File: config.mk
export PLATFORM = sky130hd
export DESIGN_NAME = pin_event_port
export DESIGN_NICKNAME = d
export VERILOG_FILES = /design/src/rtl/pep_pkg.sv /design/src/rtl/pep_ctrl.sv /design/src/rtl/pep_datapath.sv /design/src/rtl/pin_event_port.sv
export SDC_FILE = /design/constraint.sdc
export NUM_CORES = 1
export LEC_CHECK = 0
export ABC_AREA = 0
export CAP_MARGIN = 20
export CELL_PAD_IN_SITES_DETAIL_PLACEMENT = 0
export CELL_PAD_IN_SITES_GLOBAL_PLACEMENT = 1
export CORE_AREA = 3 3 206 208
export DETAILED_ROUTE_END_ITERATION = 7
export DIE_AREA = 0 0 209 211
export GPL_ROUTABILITY_DRIVEN = 0
export PLACE_DENSITY_LB_ADDON = 0.25
export SYNTH_ARGS = -nofsm -noshare
export SYNTH_HDL_FRONTEND = slang
export SYNTH_SLANG_ARGS = --single-unit
File: constraint.sdc
create_clock -name clk -period 1.7 [get_ports clk]
set_input_delay 0.255 -clock clk [delete_from_list [all_inputs] [get_ports clk]]
set_output_delay 0.255 -clock clk [all_outputs]
set_load 0.03 [all_outputs]
File: src/rtl/pep_pkg.sv
package pep_pkg;
  localparam int PORT_W = 32;
  localparam int LOCKED_PINS = 4;

  typedef enum logic [2:0] {
    SEL_DIR  = 3'd0,
    SEL_ODR  = 3'd1,
    SEL_DAT  = 3'd2,
    SEL_EVT  = 3'd3,
    SEL_MSK  = 3'd4,
    SEL_CTL  = 3'd5,
    SEL_CTL2 = 3'd6,
    SEL_NONE = 3'd7
  } regSel_t;

  typedef struct packed {
    logic    wrDir;
    logic    wrOdr;
    logic    wrDat;
    logic    wrEvt;
    logic    wrMsk;
    logic    wrCtl;
    logic    wrCtl2;
    regSel_t rdSel;
  } busStrobe_t;
endpackage

File: src/rtl/pep_ctrl.sv
module pep_ctrl
  import pep_pkg::*;
#(
  parameter int ADDR_W   = 5,
  parameter bit WIDE_SEL = 1'b0
) (
  input  logic              clk,
  input  logic              rstN,
  input  logic [ADDR_W-1:0] busAddr,
  input  logic              busWe,
  input  logic              busRe,
  output busStrobe_t        st
);
  localparam int IDX_W = ADDR_W - 2;

  logic [IDX_W-1:0] wordIdx;
  logic [1:0]       addrUnused;
  regSel_t          hitSel;

  assign wordIdx    = busAddr[ADDR_W-1:2];
  assign addrUnused = busAddr[1:0];

  always_comb begin
    case (wordIdx)
      IDX_W'(0): hitSel = SEL_DIR;
      IDX_W'(1): hitSel = SEL_ODR;
      IDX_W'(2): hitSel = SEL_DAT;
      IDX_W'(3): hitSel = SEL_EVT;
      IDX_W'(4): hitSel = SEL_MSK;
      IDX_W'(5): hitSel = SEL_CTL;
      IDX_W'(6): hitSel = WIDE_SEL ? SEL_CTL2 : SEL_NONE;
      default:   hitSel = SEL_NONE;
    endcase
  end

  always_comb begin
    st.rdSel  = busRe ? hitSel : SEL_NONE;
    st.wrDir  = busWe && (hitSel == SEL_DIR);
    st.wrOdr  = busWe && (hitSel == SEL_ODR);
    st.wrDat  = busWe && (hitSel == SEL_DAT);
    st.wrEvt  = busWe && (hitSel == SEL_EVT);
    st.wrMsk  = busWe && (hitSel == SEL_MSK);
    st.wrCtl  = busWe && (hitSel == SEL_CTL);
    st.wrCtl2 = busWe && (hitSel == SEL_CTL2);
  end

  // at most one word written per cycle, none for unmapped offsets
  a_r12_one_write: assert property (@(posedge clk) disable iff (!rstN)
    $onehot0({st.wrDir, st.wrOdr, st.wrDat, st.wrEvt, st.wrMsk, st.wrCtl, st.wrCtl2}));

  // the second control word never exists in the narrow layout
  a_r12_no_ctl2_narrow: assert property (@(posedge clk) disable iff (!rstN)
    !WIDE_SEL |-> !st.wrCtl2);
endmodule

File: src/rtl/pep_datapath.sv
module pep_datapath
  import pep_pkg::*;
#(
  parameter bit WIDE_SEL = 1'b0
) (
  input  logic              clk,
  input  logic              rstN,
  input  busStrobe_t        st,
  input  logic [PORT_W-1:0] wdata,
  input  logic [PORT_W-1:0] pinIn,
  output logic [PORT_W-1:0] rdata,
  output logic [PORT_W-1:0] pinOut,
  output logic [PORT_W-1:0] pinOe,
  output logic              irq
);
  localparam int HALF = PORT_W / 2;
  localparam logic [PORT_W-1:0] DIR_MASK =
    WIDE_SEL ? {{(PORT_W-LOCKED_PINS){1'b1}}, {LOCKED_PINS{1'b0}}} : {PORT_W{1'b1}};

  logic [PORT_W-1:0] dirReg, odrReg, datReg, evtReg, mskReg, ctlReg, ctl2Reg;
  logic [PORT_W-1:0] inBits, syncA, syncB, prevB;
  logic [PORT_W-1:0] riseV, fallV, hitV, oeBits, clrV;

  // pin n <-> register bit PORT_W-1-n
  for (genvar p = 0; p < PORT_W; p++) begin : g_map
    assign inBits[PORT_W-1-p] = pinIn[p];
    assign pinOe[p]           = oeBits[PORT_W-1-p];
    assign pinOut[p]          = datReg[PORT_W-1-p];
  end

  always_ff @(posedge clk) begin
    if (!rstN) begin
      syncA <= '0;
      syncB <= '0;
      prevB <= '0;
    end else begin
      syncA <= inBits;
      syncB <= syncA;
      prevB <= syncB;
    end
  end

  assign riseV = syncB & ~prevB;
  assign fallV = ~syncB & prevB;

  for (genvar b = 0; b < PORT_W; b++) begin : g_edge
    if (WIDE_SEL) begin : g_wide
      logic [1:0] code;
      if (b >= HALF) begin : g_lo
        assign code = ctlReg[2*(b-HALF) +: 2];
      end else begin : g_hi
        assign code = ctl2Reg[2*b +: 2];
      end
      assign hitV[b] = ((code == 2'b00) && (riseV[b] || fallV[b])) ||
                       ((code == 2'b01) && riseV[b]) ||
                       ((code == 2'b10) && fallV[b]);
    end else begin : g_narrow
      assign hitV[b] = fallV[b] || (riseV[b] && !ctlReg[b]);
    end
  end

  assign clrV = st.wrEvt ? wdata : '0;

  always_ff @(posedge clk) begin
    if (!rstN) begin
      dirReg  <= '0;
      odrReg  <= '0;
      datReg  <= '0;
      evtReg  <= '0;
      mskReg  <= '0;
      ctlReg  <= '0;
      ctl2Reg <= '0;
    end else begin
      if (st.wrDir)  dirReg  <= wdata & DIR_MASK;
      if (st.wrOdr)  odrReg  <= wdata;
      if (st.wrDat)  datReg  <= wdata;
      if (st.wrMsk)  mskReg  <= wdata;
      if (st.wrCtl)  ctlReg  <= wdata;
      if (st.wrCtl2) ctl2Reg <= wdata;
      evtReg <= (evtReg & ~clrV) | hitV;
    end
  end

  assign oeBits = dirReg & ~(odrReg & datReg);
  assign irq    = |(evtReg & mskReg);

  always_comb begin
    case (st.rdSel)
      SEL_DIR:  rdata = dirReg;
      SEL_ODR:  rdata = odrReg;
      SEL_DAT:  rdata = (datReg & dirReg) | (syncB & ~dirReg);
      SEL_EVT:  rdata = evtReg;
      SEL_MSK:  rdata = mskReg;
      SEL_CTL:  rdata = ctlReg;
      SEL_CTL2: rdata = ctl2Reg;
      default:  rdata = '0;
    endcase
  end

  // a full clear with no new edge empties the event word
  a_r6_clear_all: assert property (@(posedge clk) disable iff (!rstN)
    (st.wrEvt && (wdata == '1) && (hitV == '0)) |=> (evtReg == '0));

  // an event bit only rises when an accepted edge was seen
  a_r6_no_spurious: assert property (@(posedge clk) disable iff (!rstN)
    (hitV == '0) |=> ((evtReg & ~$past(evtReg)) == '0));

  // an accepted edge is always latched, even against a clear
  a_r11_edge_wins: assert property (@(posedge clk) disable iff (!rstN)
    (hitV != '0) |=> ((evtReg & $past(hitV)) == $past(hitV)));

  // with nothing unmasked the interrupt stays low
  a_r7_mask_gate: assert property (@(posedge clk) disable iff (!rstN)
    (mskReg == '0) |-> !irq);

  // an open-drain output holding a 1 is never driven
  a_r4_od_release: assert property (@(posedge clk) disable iff (!rstN)
    ((odrReg & datReg & oeBits) == '0));

  if (WIDE_SEL) begin : g_lock_chk
    // the input-only pins are never driven
    a_r10_input_only: assert property (@(posedge clk) disable iff (!rstN)
      (pinOe[PORT_W-1 -: LOCKED_PINS] == '0));
  end
endmodule

File: src/rtl/pin_event_port.sv
module pin_event_port
  import pep_pkg::*;
#(
  parameter int ADDR_W   = 5,
  parameter bit WIDE_SEL = 1'b0
) (
  input  logic              clk,
  input  logic              rstN,
  input  logic [ADDR_W-1:0] busAddr,
  input  logic              busWe,
  input  logic [PORT_W-1:0] busWdata,
  input  logic              busRe,
  output logic [PORT_W-1:0] busRdata,
  input  logic [PORT_W-1:0] pinIn,
  output logic [PORT_W-1:0] pinOut,
  output logic [PORT_W-1:0] pinOe,
  output logic              irq
);
  busStrobe_t st;

  pep_ctrl #(.ADDR_W(ADDR_W), .WIDE_SEL(WIDE_SEL)) uCtrl (
    .clk(clk), .rstN(rstN), .busAddr(busAddr), .busWe(busWe), .busRe(busRe), .st(st)
  );

  pep_datapath #(.WIDE_SEL(WIDE_SEL)) uPath (
    .clk(clk), .rstN(rstN), .st(st), .wdata(busWdata), .pinIn(pinIn),
    .rdata(busRdata), .pinOut(pinOut), .pinOe(pinOe), .irq(irq)
  );
endmodule

==> out/qor.csv, run 1 <==
stage;metric;value;unit
outcome;outcome;complete, but fails checks;
outcome;violations;setup timing;
global_routing;grt.overflow.total;0;
synthesis;synthesis.area;12200;µm²
critical_path;start_kind;flip-flop;
power_and_ir_drop;power.internal;12400;µW
global_routing;antenna_found_initial;1;
route;postRouteWirelength;44.9;mm
power_and_ir_drop;p_comb_share;9.9;%
final_layout;fillers;3953;
critical_path;worstPathRequired;1.44;ns
sta;fmax;452;MHz
global_routing;grt_pass1_vias;10834;
sta;hold_violations;0;
die;start_util;29.9;%
sta;setup_ws;-0.510;ns
sta;finalSetupTns;-4.32;ns
route;drtIter0Drc;723;
die;placeableCoreArea;40700;µm²
route;vias;10750;
route;drc_errors;0;
critical_path;cp-end-kind;primary output;
power_and_ir_drop;peakVddDrop;624;µV
die;die-area;44100;µm²
global_routing;grt_max_degree;63;
power_and_ir_drop;power_density;902;nW/µm²
synthesis;avgSynthCellArea;9.22;µm²
final_layout;final_nets;1672;
clocking;clockRootBuffer;clkbuf_16;
sta;fin_crit;2.21;ns
synthesis;ys_types;26;
sta;holdWs;0.134;ns
global_routing;grt_usage;19.8;%
route;drt_first_pass_iters;5;
final_layout;layout_common_cells;nand2_1 (320), dfxtp_1 (239), buf_4 (129);
placed_design;portBuffers;167;
route;wl_per_cell;20.8;µm
final_layout;n_antenna_cell;0;
power_and_ir_drop;p_sw_share;23.6;%
synthesis;ys_seq_area_share;47.3;%
placed_design;dp_hpwl;28.4;mm
clocking;cts_buffers;35;
sta;slew_viol_final;0;
synthesis;async_flop_share;0;%
synthesis;synthesis.nets;1395;
synthesis;yosys_most_used_dff;dfxtp_1;
sta;worst_pin_slew;0.375;ns
route;ant_nets;0;
power_and_ir_drop;clockPowerShare;45.9;%
route;viasPerCell;4.99;
clocking;cts_max_path_buffers;3;
job;drv_cap;0;
sta;finalCritPeriodShare;130;%
die;rows;74;
clocking;cts-htree-levels;2;
clocking;cts_tree;yes;
sta;fin_skew;0.0117;ns
die;die_h;211;µm
synthesis;ys_ff_latch;288;
critical_path;critPathMaxFanout;2;
final_layout;area_delta_synth_final;47.8;%
power_and_ir_drop;p_sw;3830;µW
final_layout;final_common_cell;nand2_1;
power_and_ir_drop;pwr-share-seq;44.2;%
worst_hold_path;hold_class;in -> reg;
synthesis;synth-edff-count;0;
final_layout;fin_util;44.2;%
die;pin_count;170;
clocking;cts_hold_buf;0;
synthesis;syn_inst;1322;
clocking;cts_sinks;288;
die;fp.dieW;209;µm
synthesis;synth_warnings;0;
critical_path;critPathArrivalTime;1.96;ns
sta;slew_headroom;75.1;%
power_and_ir_drop;p_leak;0.00708;µW
final_layout;drive_gt1_share;30.9;%
critical_path;criticalPathCategory;reg -> out;
clocking;clk_pin_slew_worst_paths;0.06;ns
global_routing;grt_pass1_wl;67.7;mm
sta;setup_viol;33;
clocking;worstSkewPairLatency;0.50;ns
sta;rsz0062_at_grt;yes;
==> sequential cells by signal (all words and copies together) (netlist names) <==
name / count
uPath.syncB: 32
uPath.dirReg: 32
uPath.ctlReg: 32
uPath.datReg: 32
uPath.odrReg: 32
uPath.mskReg: 32
uPath.syncA: 32
uPath.prevB: 32
uPath.evtReg: 32
==> routing by layer <==
layer,part of all wire [%],wire [µm],track usage (%)
met2,50,22400,34.9
met3,4.4,1960,2.75
met4,1.7,772,4.16
met1,44,19800,26.1
met5,0.027,12,0
==> power groups by stage <==
stage / combinational [µW] / sequential, µW / clock [µW]
2_1_floorplan: 665 / 7260 / 0
6_report: 1610 / 7180 / 7460
3_5_place_dp: 1490 / 7300 / 0
3_3_place_gp: 1480 / 7300 / 0
5_1_grt: 1730 / 7200 / 7900
4_1_cts: 1610 / 7170 / 7660
==> critical path: stages (launching register included) <==
cell	delay, ns
dfxtp_1	0.37
a22oi_2	0.22
nand4_1	0.11
or4_4	0.60
buf_6	0.17
==> cell families (layout without fill, tap and decap cells) <==
family                 Yosys count  count (layout)  synth area share, %
buffers and inverters          100             401                 5.03
muxes                           45              45                 4.16
DFF                            288             288                 47.3
AOI/OAI and AO/OA              368             368                 22.9
and+or+nand+nor                521             521                 20.6
==> timing repair <==
item | 4_1_cts | 5_1_grt
resized for setup | 291 | 47
cloned | 5 | 0
setup endpoints to repair | 93 | 50
pin swaps | 46 | 8
buffers inserted | 33 | 2
==> synthesized netlist by cell type, types with 21 or more instances <==
library cell / number / area [µm²]
buf_6: 21 / 236
a22oi_1: 112 / 841
and2_1: 96 / 601
nand2_1: 320 / 1200
nand3_1: 32 / 160
dfxtp_1: 288 / 5770
mux2_2: 45 / 507
buf_2: 25 / 125
a21boi_0: 113 / 848
clkbuf_1: 41 / 154
a21boi_1: 111 / 833
==> worst paths after layout <==
kind / to / slack [ns] / depth (start not counted) / startpoint
worst max-delay path: irq / -0.51 / 4 / uPath.evtReg[14]
worst min-delay path: uPath.evtReg[28] / 0.13 / 2 / rstN
worst max register to register: uPath.evtReg[24] / 0.60 / 3 / uPath.evtReg[24]
worst min register to register: uPath.syncB[16] / 0.43 / 1 / uPath.syncA[16]
==> final cells by class <==
| class | instances | area, µm² | share of cell area [%] |
|---|---|---|---|
| clock buffer | 55 | 1060 | 5.90 |
| timing repair buffer | 340 | 3900 | 21.6 |
| clock inverter | 6 | 95.1 | 0.528 |
| multi-input combinational | 934 | 6460 | 35.9 |
| sequential | 288 | 5830 | 32.4 |
| tap | 532 | 666 | 3.69 |
==> stage by stage <==
stage                     setup slack [ns]  total power (µW)  cell area [µm²]  instances
after floorplan                      0.121              7930            12200       1322
after global placement              -0.550              8780            15800       2057
after detailed placement            -0.580              8800            15800       2057
after CTS                           -0.528             16400            17900       2153
after global routing                -0.548             16800            18000       2155
final                               -0.510             16200            18000       2155
Note: power is estimated with default switching activity, not from simulation.
==> inputs of run 2 (changes only) <==
SETUP_SLACK_MARGIN = 0.4   (was default)
==> run 2 against run 1 <==
Critical endpoint unchanged. Worst setup slack lost 0.082 ns. Via count down 0.52%. Cell area rose by 6.6%. Combinational power grew 4%. The flow still finishes with violations (setup timing). Sequential power about the same. Largest cell class unchanged.
==> out/qor.csv, run 2 (synthesis results as in run 1) <==
stage;metric;value;unit;change
global_routing;grt.overflow.total;0;;unchanged
clocking;cts_max_path_buffers;3;;unchanged
route;drc_errors;0;;unchanged
placed_design;placed_area;16500;µm²;was 15,800 µm²
sta;holdWs;0.0927;ns;was 0.134 ns
global_routing;grt_usage;20.3;%;was 19.8%
clocking;cts_tree;yes;;unchanged
global_routing;grt_pass1_wl;68.6;mm;was 67.7 mm
sta;fin_skew;0.0108;ns;was 0.0117 ns
critical_path;start_kind;flip-flop;;unchanged
job;drv_cap;0;;unchanged
route;wl_per_cell;20.9;µm;was 20.8 µm
critical_path;criticalPathCategory;reg -> out;;unchanged
placed_design;dp_hpwl;29.3;mm;was 28.4 mm
final_layout;final_nets;1685;;was 1,672
route;drt_first_pass_iters;5;;unchanged
route;viasPerCell;4.93;;was 4.99
die;rows;74;;unchanged
sta;setup_ws;-0.592;ns;was -0.510 ns
die;die_h;211;µm;unchanged
critical_path;cp_cell_sequence;a22oi_2 > buf_4 > nand4_1 > or4_4 > buf_8;;was a22oi_2 > nand4_1 > or4_4 > buf_6
critical_path;cp-end-kind;primary output;;unchanged
critical_path;endpoint;irq;;unchanged
placed_design;dpl.cell_count;2052;;was 2,057
clocking;clk_pin_slew_worst_paths;0.06;ns;about the same
critical_path;critPathArrivalTime;2.04;ns;was 1.96 ns
sta;fin_crit;2.29;ns;was 2.21 ns
clocking;cts-htree-levels;2;;unchanged
outcome;violations;setup timing;;unchanged
global_routing;antenna_found_initial;2;;was 1
clocking;cts_hold_buf;0;;unchanged
route;vias;10694;;was 10.8k
placed_design;portBuffers;167;;unchanged
final_layout;layout_common_cells;nand2_1 (312), dfxtp_1 (217), buf_4 (114);;was nand2_1 (320), dfxtp_1 (239), buf_4 (129)
die;die-area;44100;µm²;unchanged
outcome;outcome;complete, but fails checks;;unchanged
die;start_util;29.9;%;unchanged
global_routing;grt_max_degree;59;;was 63
power_and_ir_drop;power_density;864;nW/µm²;was 902 nW/µm²
clocking;cts_buffers;35;;unchanged
critical_path;r2r-start;uPath.evtReg[10];;was uPath.evtReg[24]
sta;finalCritPeriodShare;135;%;was 130%
route;ant_nets;0;;unchanged
power_and_ir_drop;peakVddDrop;642;µV;was 624 µV
critical_path;cp_num_buf_inv;2;;was 1
clocking;cts_sinks;288;;unchanged
sta;setup_viol;33;;unchanged
critical_path;r2r_setup_slack;0.63;ns;was 0.60 ns
sta;slew_viol_final;0;;unchanged
final_layout;area_delta_synth_final;57.6;%;was 47.8%
final_layout;final_area;19200;µm²;was 18,000 µm²
critical_path;critPathMaxFanout;2;;unchanged
critical_path;reg2reg_to;uPath.evtReg[10];;was uPath.evtReg[24]
sta;worst_pin_slew;0.318;ns;was 0.375 ns
sta;slew_headroom;78.8;%;was 75.1%
critical_path;critPathTopFamily;simple AND/OR/NAND/NOR gates;;unchanged
global_routing;grt_pass1_vias;11038;;was 10.8k
critical_path;cp.depth;5;;was 4
clocking;clockRootBuffer;clkbuf_16;;unchanged
die;placeableCoreArea;40700;µm²;unchanged
critical_path;cp-startpoint;uPath.mskReg[9];;was uPath.evtReg[14]
sta;hold_violations;0;;unchanged
final_layout;final_common_cell;nand2_1;;unchanged
die;pin_count;170;;unchanged
sta;rsz0062_at_grt;yes;;unchanged
die;fp.dieW;209;µm;unchanged
final_layout;drive_gt1_share;39.6;%;was 30.9%
critical_path;reg2reg_depth;3;;unchanged
final_layout;fin_util;47.2;%;was 44.2%
worst_hold_path;hold_class;in -> reg;;unchanged
clocking;worstSkewPairLatency;0.54;ns;was 0.50 ns
route;drtIter0Drc;450;;was 723
critical_path;worstPathRequired;1.44;ns;about the same
final_layout;final_cells;2170;;was 2,155
route;postRouteWirelength;45.3;mm;was 44.9 mm
placed_design;place_ws;-0.616;ns;was -0.580 ns
power_and_ir_drop;p_leak;0.00723;µW;was 0.00708 µW
critical_path;slowest_stage;or4_4;;unchanged
critical_path;cpPeakStageDelay;0.56;ns;was 0.60 ns
sta;fmax;436;MHz;was 452 MHz
run 2: timing repair:
action,4_1_cts,5_1_grt
setup buffers,38,10
gates resized for setup,643,53
pin swaps,75,16
setup endpoints to repair,257,134
gates cloned,5,2
run 2: per-stage QoR:
step | total power [µW] | TNS (ns)
6_report | 16600 | -6.27
4_1_cts | 16800 | -7.22
2_1_floorplan | 8020 | 0
5_1_grt | 17200 | -8.51
3_5_place_dp | 8850 | -70.22
3_3_place_gp | 8840 | -66.88
run 2: where the power goes:
group	switching, µW	leakage (µW)	internal (µW)
combinational	784	0.00425	900
clock	2980	0.000583	4780
sequential	223	0.00240	6920
total	3990	0.00723	12600
run 2: how the worst min path moves through the flow:
stage	start	endpoint	slack, ns	cells after the start
detailed placement	uPath.syncA[4]	uPath.syncB[4]	0.42	1
CTS	rstN	uPath.evtReg[29]	0.07	2
global placement	uPath.syncA[26]	uPath.syncB[26]	0.42	1
floorplan	pinIn[31]	uPath.syncA[0]	0.38	1
global route	rstN	uPath.dirReg[31]	0.1	2
finish	rstN	uPath.evtReg[29]	0.09	2
run 2: layout make-up:
class,count,area (µm²)
fillers,3771,21500
repair buffers,353,4120
clock inverters,8,121
clock buffers,54,1070
diodes,1,2.50
well taps,532,666
flip-flops and latches,288,5970
multi-input cells,934,7260
run 2: layer usage:
metal | wire length, µm | part of all wire (%) | up-vias | track usage (%)
met5 | 7 | 0.015 | - | 0
met2 | 22000 | 49 | 215 | 35.1
met1 | 19900 | 44 | 5233 | 25.8
met3 | 2010 | 4.4 | 76 | 3.88
met4 | 1300 | 2.9 | 2 | 6.19
li1 | - | - | 5168 | -
